$ cat config.mk
export PLATFORM = sky130hd
export DESIGN_NAME = pfd_override
export DESIGN_NICKNAME = d
export VERILOG_FILES = /design/src/rtl/pfd_pkg.sv /design/src/rtl/pfd_mode_ctl.sv /design/src/rtl/pfd_edge_sense.sv /design/src/rtl/pfd_pump_fsm.sv /design/src/rtl/pfd_override.sv
export SDC_FILE = /design/constraint.sdc
export NUM_CORES = 1
export LEC_CHECK = 0
export BUFFER_PORTS_ARGS = -buffer_cell sky130_fd_sc_hd__buf_2
export CORE_AREA = 5 5 42 44
export DETAILED_ROUTE_END_ITERATION = 6
export DIE_AREA = 0 0 47 49
export MAX_ROUTING_LAYER = met4
export PLACE_DENSITY = 0.56
export REMOVE_ABC_BUFFERS = 1
export SYNTH_ARGS = -nofsm -noshare
export SYNTH_HDL_FRONTEND = slang
export SYNTH_HIERARCHICAL = 1
export SYNTH_SLANG_ARGS = --single-unit
$ cat constraint.sdc
create_clock -name clk -period 1.9 [get_ports clk]
set_clock_uncertainty 0.1 [all_clocks]
set_input_delay 0.38 -clock clk [delete_from_list [all_inputs] [get_ports clk]]
set_output_delay 0.38 -clock clk [all_outputs]
set_load 0.005 [all_outputs]
$ cat src/rtl/pfd_pkg.sv
package pfd_pkg;
    localparam int CTRL_W = 3;

    typedef enum logic [1:0] {
        MODE_OFF    = 2'd0,
        MODE_NORMAL = 2'd1,
        MODE_HIGH   = 2'd2,
        MODE_LOW    = 2'd3
    } mode_e;

    typedef enum logic [1:0] {
        ST_IDLE = 2'd0,
        ST_UP   = 2'd1,
        ST_DN   = 2'd2,
        ST_BOTH = 2'd3
    } pump_e;
endpackage

$ cat src/rtl/pfd_mode_ctl.sv
module pfd_mode_ctl
    import pfd_pkg::*;
(
    input  logic              clk,
    input  logic              rst,
    input  logic [CTRL_W-1:0] ctrl,
    output mode_e             mode_d,
    output mode_e             mode_q
);
    // Decode of the control word; several codes alias onto one mode.
    always_comb begin
        unique case (ctrl)
            3'b000, 3'b100, 3'b110: mode_d = MODE_NORMAL;
            3'b001, 3'b101, 3'b111: mode_d = MODE_OFF;
            3'b010:                 mode_d = MODE_HIGH;
            3'b011:                 mode_d = MODE_LOW;
            default:                mode_d = MODE_OFF;
        endcase
    end

    // Mode state register.
    always_ff @(posedge clk) begin
        if (rst) mode_q <= MODE_OFF;
        else     mode_q <= mode_d;
    end

    p_mode_follows_r5: assert property (@(posedge clk) disable iff (rst)
        (ctrl == 3'b010) |=> (mode_q == MODE_HIGH));
    p_reset_off_r11: assert property (@(posedge clk)
        $past(rst) |-> (mode_q == MODE_OFF));
endmodule

$ cat src/rtl/pfd_edge_sense.sv
module pfd_edge_sense #(
    parameter int N_IN = 2
) (
    input  logic            clk,
    input  logic            rst,
    input  logic [N_IN-1:0] level,
    output logic [N_IN-1:0] rise
);
    logic [N_IN-1:0] hist_q;

    for (genvar i = 0; i < N_IN; i++) begin : g_ch
        always_ff @(posedge clk) begin
            if (rst) hist_q[i] <= 1'b0;
            else     hist_q[i] <= level[i];
        end
        assign rise[i] = level[i] & ~hist_q[i];
    end

    p_no_double_rise_r6: assert property (@(posedge clk) disable iff (rst)
        rise[0] |=> !rise[0]);
endmodule

$ cat src/rtl/pfd_pump_fsm.sv
module pfd_pump_fsm
    import pfd_pkg::*;
(
    input  logic clk,
    input  logic rst,
    input  logic run,
    input  logic ref_rise,
    input  logic div_rise,
    output logic up_flag,
    output logic dn_flag
);
    pump_e st_q, st_d;

    // Step out of IDLE, also used when BOTH clears.
    function automatic pump_e from_idle(logic r, logic d);
        if (r && d) return ST_BOTH;
        if (r)      return ST_UP;
        if (d)      return ST_DN;
        return ST_IDLE;
    endfunction

    always_comb begin
        st_d = st_q;
        if (!run) begin
            st_d = ST_IDLE;
        end else begin
            unique case (st_q)
                ST_IDLE: st_d = from_idle(ref_rise, div_rise);
                ST_UP:   st_d = div_rise ? ST_BOTH : ST_UP;
                ST_DN:   st_d = ref_rise ? ST_BOTH : ST_DN;
                ST_BOTH: st_d = from_idle(ref_rise, div_rise);
                default: st_d = ST_IDLE;
            endcase
        end
    end

    always_ff @(posedge clk) begin
        if (rst) st_q <= ST_IDLE;
        else     st_q <= st_d;
    end

    always_comb begin
        up_flag = (st_q == ST_UP) || (st_q == ST_BOTH);
        dn_flag = (st_q == ST_DN) || (st_q == ST_BOTH);
    end

    p_leave_clears_r10: assert property (@(posedge clk) disable iff (rst)
        !run |=> (st_q == ST_IDLE));
    p_up_holds_r9: assert property (@(posedge clk) disable iff (rst)
        (run && st_q == ST_UP && !div_rise) |=> (st_q == ST_UP));
endmodule

$ cat src/rtl/pfd_override.sv
module pfd_override
    import pfd_pkg::*;
(
    input  logic              clk,
    input  logic              rst,
    input  logic              ref_pulse,
    input  logic              div_pulse,
    input  logic [CTRL_W-1:0] ctrl,
    output logic              pump_up,
    output logic              pump_dn,
    output logic              drive_en
);
    localparam int N_IN = 2;

    mode_e           mode_d, mode_q;
    logic [N_IN-1:0] rise;
    logic            up_flag, dn_flag;

    pfd_mode_ctl u_mode (
        .clk    (clk),
        .rst    (rst),
        .ctrl   (ctrl),
        .mode_d (mode_d),
        .mode_q (mode_q)
    );

    pfd_edge_sense #(.N_IN(N_IN)) u_edge (
        .clk   (clk),
        .rst   (rst),
        .level ({div_pulse, ref_pulse}),
        .rise  (rise)
    );

    pfd_pump_fsm u_fsm (
        .clk      (clk),
        .rst      (rst),
        .run      (mode_d == MODE_NORMAL),
        .ref_rise (rise[0]),
        .div_rise (rise[1]),
        .up_flag  (up_flag),
        .dn_flag  (dn_flag)
    );

    // Output process keyed on the mode state.
    always_comb begin
        unique case (mode_q)
            MODE_NORMAL: begin pump_up = up_flag; pump_dn = dn_flag; drive_en = 1'b1; end
            MODE_HIGH:   begin pump_up = 1'b1;    pump_dn = 1'b0;    drive_en = 1'b1; end
            MODE_LOW:    begin pump_up = 1'b0;    pump_dn = 1'b1;    drive_en = 1'b1; end
            default:     begin pump_up = 1'b0;    pump_dn = 1'b0;    drive_en = 1'b0; end
        endcase
    end

    p_off_quiet_r2: assert property (@(posedge clk) disable iff (rst)
        !drive_en |-> (!pump_up && !pump_dn));
    p_force_low_r4: assert property (@(posedge clk) disable iff (rst)
        (ctrl == 3'b011) |=> (pump_dn && !pump_up && drive_en));
    p_pair_once_r8: assert property (@(posedge clk) disable iff (rst)
        (pump_up && pump_dn) |=> !(pump_up && pump_dn));
    p_normal_en_r1: assert property (@(posedge clk) disable iff (rst)
        (ctrl == 3'b100) |=> drive_en);
endmodule

; Yosys cells after proc, flatten, opt, wreduce, memory -nomap -nowiden
; Memory sizes are Yosys's and may differ from the RTL's.
; Cells that the tools add are included.
[totals]
memories = 1
mem_bits_ro = 16
reg_bits = 6
wordCells = 59
[mem_list]
columns = memory, words, width, rd, rd_ports_with_merged_regs, write_ports, line_no
row1 = (name not given), 8, 2, 1, 0, 0, pfd_mode_ctl.sv:12  ; unique case (ctrl)
[op_classes]
n_eq_ne = 7
muxes = 36
n_reduce_logical = 6
bitwise_logic = 5
[ops]
columns = op, count
row1 = two-way mux 1 bit, 23
row2 = two-way mux 2 bit, 10
row3 = "== test 2 bit, second input constant", 4
row4 = case mux 2 bit (4 select lines), 1
row5 = "== test 2 x 1 -> 1 bit, second input constant", 3
row6 = case mux 1 bit (2 select lines), 2
row7 = inverter 1 bit, 3
row8 = OR reduction 3 bit, 1
row9 = AND 1 bit, 2
row10 = logical NOT 2 bit, 1
row11 = logical OR 1 bit, 2
row12 = OR reduction 2 bit, 1
row13 = logical AND 1 bit, 1

; Longest topological paths before layout
[logic_depth]
ltp_word = 17
ltp_mapped = 5
depth_no_buf = 5

; Modules after synthesis
; The synthesis kept the hierarchy.
[modules_own_cells]
columns = module, area_per_inst_um2, n_inst, cells_per_inst
row1 = pfd_pump_fsm, 148.9, 1, 17
row2 = pfd_mode_ctl, 93.8, 1, 8
row3 = pfd_override, 87.6, 1, 11
row4 = pfd_edge_sense, 70.1, 1, 6

; Worst setup path before layout
; Ideal clock, no wire load.
[synth_path]
path_type = flip-flop to output port
start = register u_fsm.st_q[0]
end = output port pump_dn
required_ps = 1420
slack_ps = 416
arrival_time_ps = 1004
stages_incl_launch_ff = 5
path_cell_list = dfxtp_1 inv_1 ha_1 or2_1 a21o_2
[synth_between]
elab_chain_cells = 3
elab_cells_between_ends = 4
cone_classes = 2 x eq/ne / 1 x mux / 1 x reduce/logical
[synth_lines]
columns = element, line_no
row1 = from (decl), pfd_pump_fsm.sv:12  ; pump_e st_q, st_d;
row2 = from (signal assigned), pfd_pump_fsm.sv:39  ; else st_q <= st_d;
row3 = == test 2 bit, pfd_pump_fsm.sv:44  ; dn_flag = (st_q == ST_DN) || (st_q == ST_BOTH);
row4 = logical OR 1 bit *, pfd_pump_fsm.sv:44
row5 = via dn_flag, pfd_override.sv:17  ; logic up_flag, dn_flag;
row6 = case mux 1 bit (2 select lines) *, pfd_override.sv:46  ; unique case (mode_q)
row7 = to (decl), pfd_override.sv:10  ; output logic pump_dn,
; Mark *: on every way through the listed nets, which the timed path passes. The rest lies on a longest branch.

; Worst setup path after layout
; Same ends and word-level chain as after synthesis.

==> metrics.cfg <==
[cts]
insertion_delay_ns=0.24
clock-root-buffer=clkbuf_4
cts_setup_buffers=0
ctsHoldBuffers=0
cts.sink_count=6
cts_buffers=3
path_clk_slew_ns=0.05
htreeDepth=1
cts_tree=yes
cts_buffer_depth=2

[floorplan]
die_h_um=49
die-area_um2=2300
rows=14
coreArea_um2=1400
start_util_pct=28.6
dieWidth_um=47
io-pin-count=10

[global_routing]
grt.overflow.total=0
grt_max_degree=7
grt_usage_pct=5.93
antenna_found_initial=0
grt_pass1_vias=271
grt_first_pass_wirelength_um=979

[setup_path]
cp_data_required_time_ns=1.42
critPathKind=reg -> out
path_max_fanout=3
cp_slowest_cell=dfxtp_2
critPathLaunchType=register
cp.arrival_ns=1.35
critPathBufInv=2
critPathTopFamily=flip-flops
path_cells=inv_1 -> ha_2 -> or2_1 -> a21o_2 -> buf_2
cp-end-kind=output port
cp_slowest_stage_delay_ns=0.33

[routing]
ant_nets=0
drt-wirelength-per-cell_um=8.06
via_count=283
dr.pass1.iters=2
viasPerCell=4.04
drc_errors=0
drt_iter0_drc=2
wl_um=564

[synthesis]
yosysUniqueCellTypes=14
ys_seq_area_share_pct=30.0
ys_ff_latch=6
synth_cells=42
syn_area_per_cell_um2=9.53
synth_top_area_share_pct=30.0
synthesis.area_um2=400
yosys_warnings=6
synth_area_leaders=dfxtp_1 (30%), ha_1 (25%), nor2b_1 (9.4%)
synth_area_leader_cell=dfxtp_1

[sta]
slew_viol_final=0
holdWs_ns=0.269
period_share_pct=96.2
finalHoldViolations=0
tightest_slew_ns=0.161
fin_setup_tns_ns=0
slew_headroom_pct=89.2
setup_violations=0
max_freq_mhz=547
min_period_ns=1.83

[final_layout]
areaGrowthSynthToFinish_pct=24.1
antenna_cells=0
final_common_cell=buf_2
final_cell_mix=buf_2 (9), ha_1 (7), nor2b_1 (6)
drive_above_1_share_pct=38.9
finalNetCount=71

[outcome]
status=finished clean

[place]
portBuffers=9
hpwl_um=462
place_congestion=0.698

[pwr]
power_density_nw_per_um2=603
total_leakage_power_nw=0.243
ir_drop_mv=0.222
finalPower_mw=0.299

[hold_path]
min-delay-path-class=in -> reg

[run]
cap_viol_max_count=0

## metal layers
metal	global-route usage (%)	part of all wire [%]	up-vias
li1	-	-	154
met1	7.73	47	120
met2	7.92	44	9
met3	2.21	8.9	0
met4	2.76	0	0
met5	-	0	-
## synthesized netlist by cell type
master and number:
nor2_1 1, a21o_2 1, nor2b_2 2, or2_1 2, inv_1 5, ha_1 8, nor2b_4 1, o21ai_0 2
nor2b_1 6, dfxtp_1 6, mux2_4 1, a21oi_1 3, nand2b_1 3, xnor2_1 1
## cells by family after synthesis
kind of cell,Yosys count,synth area share [%]
AND/OR/NAND/NOR,15,25.9
buffers and inverters,5,4.69
adder cells (fa/ha/maj),8,25.0
XOR/XNOR,1,2.19
flip-flops,6,30.0
AO/OA/AOI/OAI,6,8.44
multiplexers,1,3.75
## report_power, final
group	switching [mW]	internal [mW]	total (mW)
sequential	0.00440	0.133	0.138
clock	0.0417	0.0712	0.113
combinational	0.0210	0.0276	0.0486
## cell type report
class / count / area (um^2)
well taps: 16 / 20.0
inverters: 5 / 18.8
fillers: 159 / 905
repair buffers: 9 / 45.0
clock buffers: 3 / 22.5
multi-input cells: 31 / 268
flip-flops and latches: 6 / 123
## sequential cells by signal, summed over array words and instances (netlist names)
| signal | cells |
|---|---|
| u_fsm/st_q | 2 |
| u_edge/hist_q | 2 |
| u_mode/mode_q | 2 |
## path summary, 6_finish.rpt
check / to / cells past startpoint / from / slack, ns
setup reg to reg: u_fsm/st_q[0] / 4 / u_fsm/st_q[0] / 0.70
hold / removal: u_edge/hist_q[0] / 2 / rst / 0.27
setup / recovery: pump_dn / 5 / u_fsm/st_q[0] / 0.07
hold reg to reg: u_fsm/st_q[1] / 3 / u_edge/hist_q[1] / 0.42
## worst reg2reg max path, stage by stage (launching register included)
cell     delay [ns]
dfxtp_2        0.33
inv_1          0.06
ha_1           0.32
o21ai_0        0.19
a21oi_1        0.08
## through the flow
step | cell area, um^2 | instances | utilization, % | worst slack, ns
floorplan | 400 | 42 | - | 0.416
global placement | 465 | 67 | 33.2 | 0.255
detailed placement | 465 | 67 | 33.2 | 0.244
CTS | 490 | 70 | 35.0 | 0.0201
global route | 497 | 70 | 35.4 | -0.000122
finish | 497 | 70 | 35.4 | 0.0724
## repair_timing
action | 4_1_cts | 5_1_grt
pin swaps | 0 | 1
resized for setup | 2 | 2
setup endpoints to repair | 2 | 2
No activity file was read; power rests on OpenSTA's default activity.
